<file path="src/rtl/eth_prepend_pkg.sv">
package eth_prepend_pkg;
  typedef enum logic [1:0] {
    ST_OFF  = 2'd0,
    ST_IDLE = 2'd1,
    ST_HDR  = 2'd2,
    ST_PAY  = 2'd3
  } prep_state_e;

  localparam int MAC_W  = 48;
  localparam int TYPE_W = 16;
endpackage

</file>
<file path="src/rtl/eth_prepend_hdr_reg.sv">
module eth_prepend_hdr_reg
  import eth_prepend_pkg::*;
#(
  parameter int DATA_W = 8,
  parameter int HDR_W  = 2 * MAC_W + TYPE_W,
  parameter int NB     = HDR_W / DATA_W,
  parameter int CNT_W  = $clog2(NB)
) (
  input  logic              clk_i,
  input  logic              rst_ni,
  input  logic              load_i,
  input  logic [MAC_W-1:0]  dst_i,
  input  logic [MAC_W-1:0]  src_i,
  input  logic [TYPE_W-1:0] type_i,
  input  logic [CNT_W-1:0]  idx_i,
  output logic [DATA_W-1:0] byte_o
);
  logic [HDR_W-1:0]  hdr_q;
  logic [DATA_W-1:0] lane [NB];

  always_ff @(posedge clk_i or negedge rst_ni) begin
    if (!rst_ni) hdr_q <= '0;
    else if (load_i) hdr_q <= {dst_i, src_i, type_i};
  end

  // lane 0 is the first byte on the wire: most significant byte of dst
  for (genvar g = 0; g < NB; g++) begin : g_lane
    assign lane[g] = hdr_q[HDR_W-1-g*DATA_W -: DATA_W];
  end

  always_comb begin
    byte_o = '0;
    for (int k = 0; k < NB; k++) begin
      if (idx_i == CNT_W'(k)) byte_o = lane[k];
    end
  end
endmodule

</file>
<file path="src/rtl/eth_prepend_ctl.sv">
module eth_prepend_ctl
  import eth_prepend_pkg::*;
#(
  parameter int NB    = 14,
  parameter int CNT_W = $clog2(NB)
) (
  input  logic             clk_i,
  input  logic             rst_ni,
  input  logic             hdr_valid_i,
  input  logic             out_ready_i,
  input  logic             pay_valid_i,
  input  logic             pay_last_i,
  output prep_state_e      state_o,
  output logic [CNT_W-1:0] cnt_o,
  output logic             load_o,
  output logic             hdr_ready_o,
  output logic             busy_o
);
  localparam logic [CNT_W-1:0] CNT_LAST = CNT_W'(NB - 1);

  prep_state_e      state_q, state_d;
  logic [CNT_W-1:0] cnt_q, cnt_d;

  assign hdr_ready_o = (state_q == ST_IDLE);
  assign load_o      = hdr_ready_o & hdr_valid_i;
  assign busy_o      = (state_q == ST_HDR) || (state_q == ST_PAY);
  assign state_o     = state_q;
  assign cnt_o       = cnt_q;

  always_comb begin
    state_d = state_q;
    cnt_d   = cnt_q;
    unique case (state_q)
      ST_OFF:  state_d = ST_IDLE;
      ST_IDLE: if (load_o) begin
        state_d = ST_HDR;
        cnt_d   = '0;
      end
      ST_HDR:  if (out_ready_i) begin
        if (cnt_q == CNT_LAST) begin
          state_d = ST_PAY;
          cnt_d   = '0;
        end else begin
          cnt_d = cnt_q + 1'b1;
        end
      end
      ST_PAY:  if (pay_valid_i && out_ready_i && pay_last_i) state_d = ST_IDLE;
      default: state_d = ST_OFF;
    endcase
  end

  always_ff @(posedge clk_i or negedge rst_ni) begin
    if (!rst_ni) begin
      state_q <= ST_OFF;
      cnt_q   <= '0;
    end else begin
      state_q <= state_d;
      cnt_q   <= cnt_d;
    end
  end
endmodule

</file>
<file path="src/rtl/eth_prepend_mux.sv">
module eth_prepend_mux
  import eth_prepend_pkg::*;
#(
  parameter int DATA_W = 8,
  parameter int KEEP_W = DATA_W / 8
) (
  input  prep_state_e       state_i,
  input  logic [DATA_W-1:0] hdr_byte_i,
  input  logic [DATA_W-1:0] pay_data_i,
  input  logic [KEEP_W-1:0] pay_keep_i,
  input  logic              pay_valid_i,
  input  logic              pay_last_i,
  input  logic              pay_user_i,
  input  logic              out_ready_i,
  output logic              pay_ready_o,
  output logic [DATA_W-1:0] out_data_o,
  output logic [KEEP_W-1:0] out_keep_o,
  output logic              out_valid_o,
  output logic              out_last_o,
  output logic              out_user_o
);
  always_comb begin
    pay_ready_o = 1'b0;
    out_data_o  = '0;
    out_keep_o  = '0;
    out_valid_o = 1'b0;
    out_last_o  = 1'b0;
    out_user_o  = 1'b0;
    unique case (state_i)
      ST_HDR: begin
        out_data_o  = hdr_byte_i;
        out_keep_o  = '1;
        out_valid_o = 1'b1;
      end
      ST_PAY: begin
        pay_ready_o = out_ready_i;
        out_data_o  = pay_data_i;
        out_keep_o  = pay_keep_i;
        out_valid_o = pay_valid_i;
        out_last_o  = pay_last_i;
        out_user_o  = pay_user_i;
      end
      default: ;
    endcase
  end
endmodule

</file>
<file path="src/rtl/eth_hdr_prepend.sv">
module eth_hdr_prepend
  import eth_prepend_pkg::*;
#(
  parameter int DATA_W = 8,
  localparam int KEEP_W = DATA_W / 8
) (
  input  logic              clk_i,
  input  logic              rst_ni,
  input  logic              hdr_valid_i,
  output logic              hdr_ready_o,
  input  logic [MAC_W-1:0]  hdr_dst_i,
  input  logic [MAC_W-1:0]  hdr_src_i,
  input  logic [TYPE_W-1:0] hdr_type_i,
  input  logic [DATA_W-1:0] pay_data_i,
  input  logic [KEEP_W-1:0] pay_keep_i,
  input  logic              pay_valid_i,
  output logic              pay_ready_o,
  input  logic              pay_last_i,
  input  logic              pay_user_i,
  output logic [DATA_W-1:0] out_data_o,
  output logic [KEEP_W-1:0] out_keep_o,
  output logic              out_valid_o,
  input  logic              out_ready_i,
  output logic              out_last_o,
  output logic              out_user_o,
  output logic              busy_o
);
  localparam int HDR_W = 2 * MAC_W + TYPE_W;
  localparam int NB    = HDR_W / DATA_W;
  localparam int CNT_W = $clog2(NB);

  prep_state_e      state;
  logic [CNT_W-1:0] cnt;
  logic             load;
  logic [DATA_W-1:0] hdr_byte;

  eth_prepend_ctl #(.NB(NB), .CNT_W(CNT_W)) u_ctl (
    .clk_i       (clk_i),
    .rst_ni      (rst_ni),
    .hdr_valid_i (hdr_valid_i),
    .out_ready_i (out_ready_i),
    .pay_valid_i (pay_valid_i),
    .pay_last_i  (pay_last_i),
    .state_o     (state),
    .cnt_o       (cnt),
    .load_o      (load),
    .hdr_ready_o (hdr_ready_o),
    .busy_o      (busy_o)
  );

  eth_prepend_hdr_reg #(.DATA_W(DATA_W), .HDR_W(HDR_W), .NB(NB), .CNT_W(CNT_W)) u_hdr (
    .clk_i  (clk_i),
    .rst_ni (rst_ni),
    .load_i (load),
    .dst_i  (hdr_dst_i),
    .src_i  (hdr_src_i),
    .type_i (hdr_type_i),
    .idx_i  (cnt),
    .byte_o (hdr_byte)
  );

  eth_prepend_mux #(.DATA_W(DATA_W), .KEEP_W(KEEP_W)) u_mux (
    .state_i     (state),
    .hdr_byte_i  (hdr_byte),
    .pay_data_i  (pay_data_i),
    .pay_keep_i  (pay_keep_i),
    .pay_valid_i (pay_valid_i),
    .pay_last_i  (pay_last_i),
    .pay_user_i  (pay_user_i),
    .out_ready_i (out_ready_i),
    .pay_ready_o (pay_ready_o),
    .out_data_o  (out_data_o),
    .out_keep_o  (out_keep_o),
    .out_valid_o (out_valid_o),
    .out_last_o  (out_last_o),
    .out_user_o  (out_user_o)
  );
endmodule

</file>
<file path="config.mk">
export PLATFORM = sky130hd
export DESIGN_NAME = eth_hdr_prepend
export DESIGN_NICKNAME = d
export VERILOG_FILES = /design/src/rtl/eth_prepend_pkg.sv /design/src/rtl/eth_prepend_hdr_reg.sv /design/src/rtl/eth_prepend_ctl.sv /design/src/rtl/eth_prepend_mux.sv /design/src/rtl/eth_hdr_prepend.sv
export SDC_FILE = /design/constraint.sdc
export NUM_CORES = 1
export LEC_CHECK = 0
export ABC_AREA = 1
export BUFFER_PORTS_ARGS = -buffer_cell sky130_fd_sc_hd__buf_4
export CORE_UTILIZATION = 48
export DETAILED_ROUTE_END_ITERATION = 16
export PLACE_DENSITY = 0.75
export SLEW_MARGIN = 10
export SYNTH_ARGS = -nofsm -noshare
export SYNTH_HDL_FRONTEND = slang
export SYNTH_SLANG_ARGS = --single-unit
</file>
<file path="constraint.sdc">
create_clock -name clk_i -period 1.7 [get_ports clk_i]
set_input_delay 0.255 -clock clk_i [delete_from_list [all_inputs] [get_ports clk_i]]
set_output_delay 0.255 -clock clk_i [all_outputs]
set_load 0.01 [all_outputs]
</file>
; ---- Word level (Yosys, flattened, before mapping)
; Index checks and enable logic that the tools add are counted.
[totals]
regBits = 118
inputBits = 128
out_inout_bits = 15
elab_cells = 62
[op_classes]
add_sub_neg = 1
n_eq_ne = 20
mux = 29
n_bitwise = 1
reduce_logical = 8
[ops]
columns = op, count
row1 = 8-bit 2-to-1 mux, 14
row2 = "4-bit == test, second input constant", 6
row3 = "4-bit by 3-bit == test with 1-bit output, second input constant", 4
row4 = 8-bit one-hot mux with 2 select lines, 1
row5 = 4-bit 2-to-1 mux, 3
row6 = "4-bit by 2-bit == test with 1-bit output, second input constant", 2
row7 = 2-bit 2-to-1 mux, 4
row8 = "2-bit inequality test, second input constant", 4
row9 = 2-bit one-hot mux with 4 select lines, 1
row10 = 4-bit one-hot mux with 2 select lines, 1
row11 = "4-bit by 1-bit adder with 4-bit output, second input constant", 1
row12 = "2-bit == test, second input constant", 2
row13 = "4-bit by 1-bit == test with 1-bit output, second input constant", 1
row14 = 4-bit logical NOT, 1
row15 = 1-bit one-hot mux with 2 select lines, 2
row16 = 4-bit AND reduction, 1
row17 = 1-bit 2-to-1 mux, 3
row18 = 3-bit AND reduction, 1
row19 = "2-bit by 1-bit == test with 1-bit output, second input constant", 1
row20 = 1-bit logical AND, 2
row21 = 2-bit logical NOT, 1
row22 = 2-bit nonzero test, 1
row23 = 1-bit bitwise AND, 1
row24 = 1-bit logical OR, 1

; ---- Longest topological paths before layout
[depth]
ltp_word = 16
depth_mapped = 15
depth_no_buf = 15

; ---- Hierarchy
; From an unflattened synthesis, not the netlist that was laid out.
[hier_totals]
cells_unflattened = 597
hier_area_um2 = 5703.0
[by_module_without_submodules]
columns = mod, n_inst, cells_each, area_per_inst_um2, seq_area_each_um2
row1 = eth_prepend_hdr_reg, 1, 499, 5101.1, 2802.7
row2 = eth_prepend_ctl, 1, 58, 420.4, 150.1
row3 = eth_prepend_mux, 1, 40, 181.4, 0.0

; ---- Worst setup path after synthesis
; No wires, ideal clock.
[synth_path]
path_type = register to register
startpoint = register u_ctl.state_q[0], in the netlist u_ctl.state_o[0]
endpoint = register u_hdr.hdr_q[41]
setup_time_ps = 125
arrival_time_ps = 1712
required_time_ps = 1575
setup_slack_ps = -137
path_stages_with_launch = 6
path_buffers = 2
period_less_slack_ps = 1837
path_cell_list = dfrtp_1 ha_1 nand2_1 buf_2 buf_1 mux2_2
[synth_between]
elab_chain_cells = 2
[synth_lines]
columns = item, line_no
row1 = from (decl), eth_prepend_ctl.sv:21  ; prep_state_e state_q, state_d;
row2 = from (signal assigned), eth_prepend_ctl.sv:57  ; state_q <= state_d;
row3 = 2-bit by 1-bit == test with 1-bit output, eth_prepend_ctl.sv:24  ; assign hdr_ready_o = (state_q == ST_IDLE);
row4 = named net hdr_ready_o, eth_hdr_prepend.sv:10  ; output logic hdr_ready_o,
row5 = 1-bit bitwise AND, eth_prepend_ctl.sv:25  ; assign load_o = hdr_ready_o & hdr_valid_i;
row6 = to (signal assigned), eth_prepend_hdr_reg.sv:23  ; else if (load_i) hdr_q <= {dst_i, src_i, type_i};
row7 = to (decl), eth_prepend_hdr_reg.sv:18  ; logic [HDR_W-1:0] hdr_q;
; The timed path passes the listed nets, and every way through them passes these cells.
; A chain may end at the register's enable or synchronous reset.

; ---- Worst setup path after layout
[layout_path]
startpoint = register u_ctl.cnt_q[2], in the netlist u_ctl.cnt_o[2]
endpoint = output port out_data_o[2]
[layout_between]
elab_chain_cells = 16
word_cells_on_any_way = 29
cone_classes = 13 x eq/ne / 15 x mux / 1 x reduce/logical
[layout_lines]
columns = item, line_no
row1 = from (decl), eth_prepend_ctl.sv:22  ; logic [CNT_W-1:0] cnt_q, cnt_d;
row2 = from (signal assigned), eth_prepend_ctl.sv:58  ; cnt_q <= cnt_d;
row3 = 4-bit logical NOT, eth_prepend_hdr_reg.sv:34  ; if (idx_i == CNT_W'(k)) byte_o = lane[k];
row4 = 8-bit 2-to-1 mux (13 in series), eth_prepend_hdr_reg.sv:34
row5 = 8-bit 2-to-1 mux (*), eth_prepend_hdr_reg.sv:34
row6 = 8-bit one-hot mux with 2 select lines (*), eth_prepend_mux.sv:29  ; unique case (state_i)
row7 = to (decl), eth_hdr_prepend.sv:20  ; output logic [DATA_W-1:0] out_data_o,
; Mark *: on every way between the ends. The rest lies on a longest branch, timed or not.

==> flow_summary.json <==
{
  "status": "complete, but fails checks",
  "violations": "setup timing",
  "synth_top_area_cell": "dfrtp_1",
  "setup_viol": 16,
  "ys_types": 22,
  "path_cells": "inv_2 -> nand2_4 -> buf_6 -> nor2_4 -> buf_6 -> nand2_2 -> nand4_1 -> nor2_2 -> nand3_1 -> nand2_2 -> nand4_1 -> nand2_1 -> nand2_1 -> buf_4",
  "required_ps": 1440,
  "maxUsedRoutingLayer": "met4",
  "wire_per_inst_um": 17.3,
  "clock_skew_ps": 6.69,
  "route.met2.wl_mm": 8.39,
  "synth_area_leaders": "dfrtp_1 52%, mux2_2 20%, nand2_1 10%, nor2_1 3.1%, inv_1 2.7%",
  "die_h_um": 111,
  "rows": 39,
  "initial_utilization_pct": 49.3,
  "p_leak_nw": 4.06,
  "antenna_cells": 0,
  "ir_drop_v": 0.00159,
  "syn_avg_cell_area_um2": 9.76,
  "insertion_delay_ps": 420,
  "overflow": 0,
  "cap_violations": 0,
  "fin_cells": 938,
  "die-area_um2": 12200,
  "ys_seq_area_share_pct": 52.2,
  "power.density_nw_per_um2": 1860,
  "drc": 0,
  "arrival_ps": 2250,
  "syn_area_um2": 5660,
  "fill_cells": 770,
  "path_max_fanout": 7,
  "cts_tree": "yes",
  "pin_count": 143,
  "fin_ws_ps": -810,
  "grt_max_degree": 47,
  "final_cell_mix": "174 x buf_4, 132 x nand2_1, 116 x dfrtp_1",
  "ant_nets": 0,
  "drv_slew": 0,
  "fin_util_pct": 72.0,
  "drt_iter0_drc": 308,
  "clock-sinks": 118,
  "rsz0062_at_grt": "yes",
  "dp_hpwl_mm": 11.4,
  "crit_path_end_kind": "primary output",
  "nets": 914,
  "cts.clk_slew.worst_paths_ps": 60,
  "worst_pin_slew_ps": 615,
  "clk_path_buf_depth": 2,
  "yosys.area.top_type_share_pct": 52.2,
  "grtUsageTotal_pct": 26.7,
  "slew_headroom_pct": 59.0,
  "wl_met1_mm": 6.72,
  "final_common_cell": "buf_4",
  "cts.htree.levels": 4,
  "firstDrtPassIters": 5,
  "via_per_inst": 5.35,
  "fin_crit_ps": 2510,
  "wirelength_mm": 16.3,
  "cts.root.buffer_cell": "clkbuf_16",
  "yosysWarnings": 0,
  "gp_congestion": 0.907,
  "grt_pass1_wl_mm": 25.5,
  "power.total_mw": 15.4,
  "place_ws_ps": -466,
  "cts_inserted_buffers": 17,
  "finalCritPeriodShare_pct": 148,
  "fp.coreArea_um2": 11500,
  "crit_path_max_incr_delay_ps": 440,
  "antenna_found_initial": 0,
  "cp-start-kind": "flop",
  "syn_nets": 712,
  "area_growth_pct": 45.9,
  "worstSetupPathType": "flop to primary output",
  "hold_viol_final": 0,
  "wl_met3_um": 813,
  "netlist_instances": 580,
  "drive_gt1_share_pct": 50.4,
  "ys_seq_elements": 118,
  "placed_cells": 890,
  "grt_pass1_vias": 5228,
  "worst_path_max_delay_cell": "dfrtp_2",
  "io_buffers": 142,
  "die-width_um": 111,
  "routed-via-count": 5014,
  "hold_class": "input port to flop",
  "max_freq_mhz": 398
}
## worst paths after layout
path | startpoint | to | slack [ps] | cells past startpoint
worst max-delay path | u_ctl.cnt_o[2]$_DFFE_PN0P_ | out_data_o[2] | -810 | 14
worst min-delay path | hdr_src_i[3] | u_hdr.hdr_q[19]$_DFFE_PN0P_ | 70 | 2
worst max register to register | u_ctl.cnt_o[1]$_DFFE_PN0P_ | u_ctl.state_o[0]$_DFFE_PN0P_ | -40 | 11
worst min register to register | u_hdr.hdr_q[59]$_DFFE_PN0P_ | u_hdr.hdr_q[59]$_DFFE_PN0P_ | 500 | 1
max in group asynchronous | rst_ni | u_ctl.cnt_o[0]$_DFFE_PN0P_ | 690 | 3
min in group asynchronous | rst_ni | u_hdr.hdr_q[5]$_DFFE_PN0P_ | 410 | 2
## kinds of logic (layout without fill, tap and decap cells)
kind of cell	after synthesis	after routing	synth area share (%)
buffers and inverters	64	279	4.33
DFF	118	118	52.2
muxes	98	98	19.5
adders and majority gates	4	4	0.885
AOI/OAI and AO/OA	39	39	3.54
and+or+nand+nor	257	257	19.5
## flip-flops by register name, indices dropped and copies added, names as in the netlist
signal / count
u_ctl.cnt_o: 4
u_ctl.state_o: 2
u_hdr.hdr_q: 112
## layout make-up
type	instances	area, um2	area share [%]
Clock buffer	20	457	5.53
Clock inverter	12	153	1.85
Inverter	48	180	2.18
Multi-Input combinational cell	398	2670	32.3
Sequential cell	118	2960	35.8
Tap cell	143	179	2.17
Timing Repair Buffer	199	1660	20.1
## what timing repair did
item,4_1_cts,5_1_grt
endpoints found under the hold margin,41,0
cloned,1,3
setup buffers,7,6
pin swaps,14,22
hold buffers,1,0
setup endpoints to repair,15,83
resized for setup,56,36
## worst max-delay path, delay by kind of cell (launching register included)
family	cells	cell delay, ps
flops	1	440
simple gates	10	930
buf+inv	4	470
## layer usage
layer  track usage [%]  vias to the layer above
met5                 0                        -
met3              6.20                       34
met2              45.3                      208
met1              33.3                     2466
li1                  -                     2306
met4              9.51                        0
## through the flow
stage	instance area, um2	TNS, ps	hold slack (ps)
2_1_floorplan	5660	0	-40.6
3_3_place_gp	7200	-2700	301
3_5_place_dp	7200	-3000	303
4_1_cts	8040	-5960	52.1
5_1_grt	8250	-8140	53.0
6_report	8250	-6380	65.1
## power breakdown
part	leakage (nW)	switching [mW]	internal [mW]
clock	0.300	1.27	2.38
combinational	2.38	3.27	3.30
sequential	1.38	0.892	4.24
## cells in the mapped netlist
cell type and instances:
a21oi_1 30, a22oi_1 1, buf_1 4, buf_2 4, clkbuf_1 8, dfrtp_1 118, ha_1 4, inv_1 41
inv_2 7, mux2_2 98, nand2_1 155, nand2_2 4, nand3_1 19, nand4_1 14, nor2_1 46, nor2_2 2
nor2_4 5, o21ai_0 6, o22ai_1 2, or2_0 3, or2_1 4, or2_2 5
(Power assumes the default switching activity.)
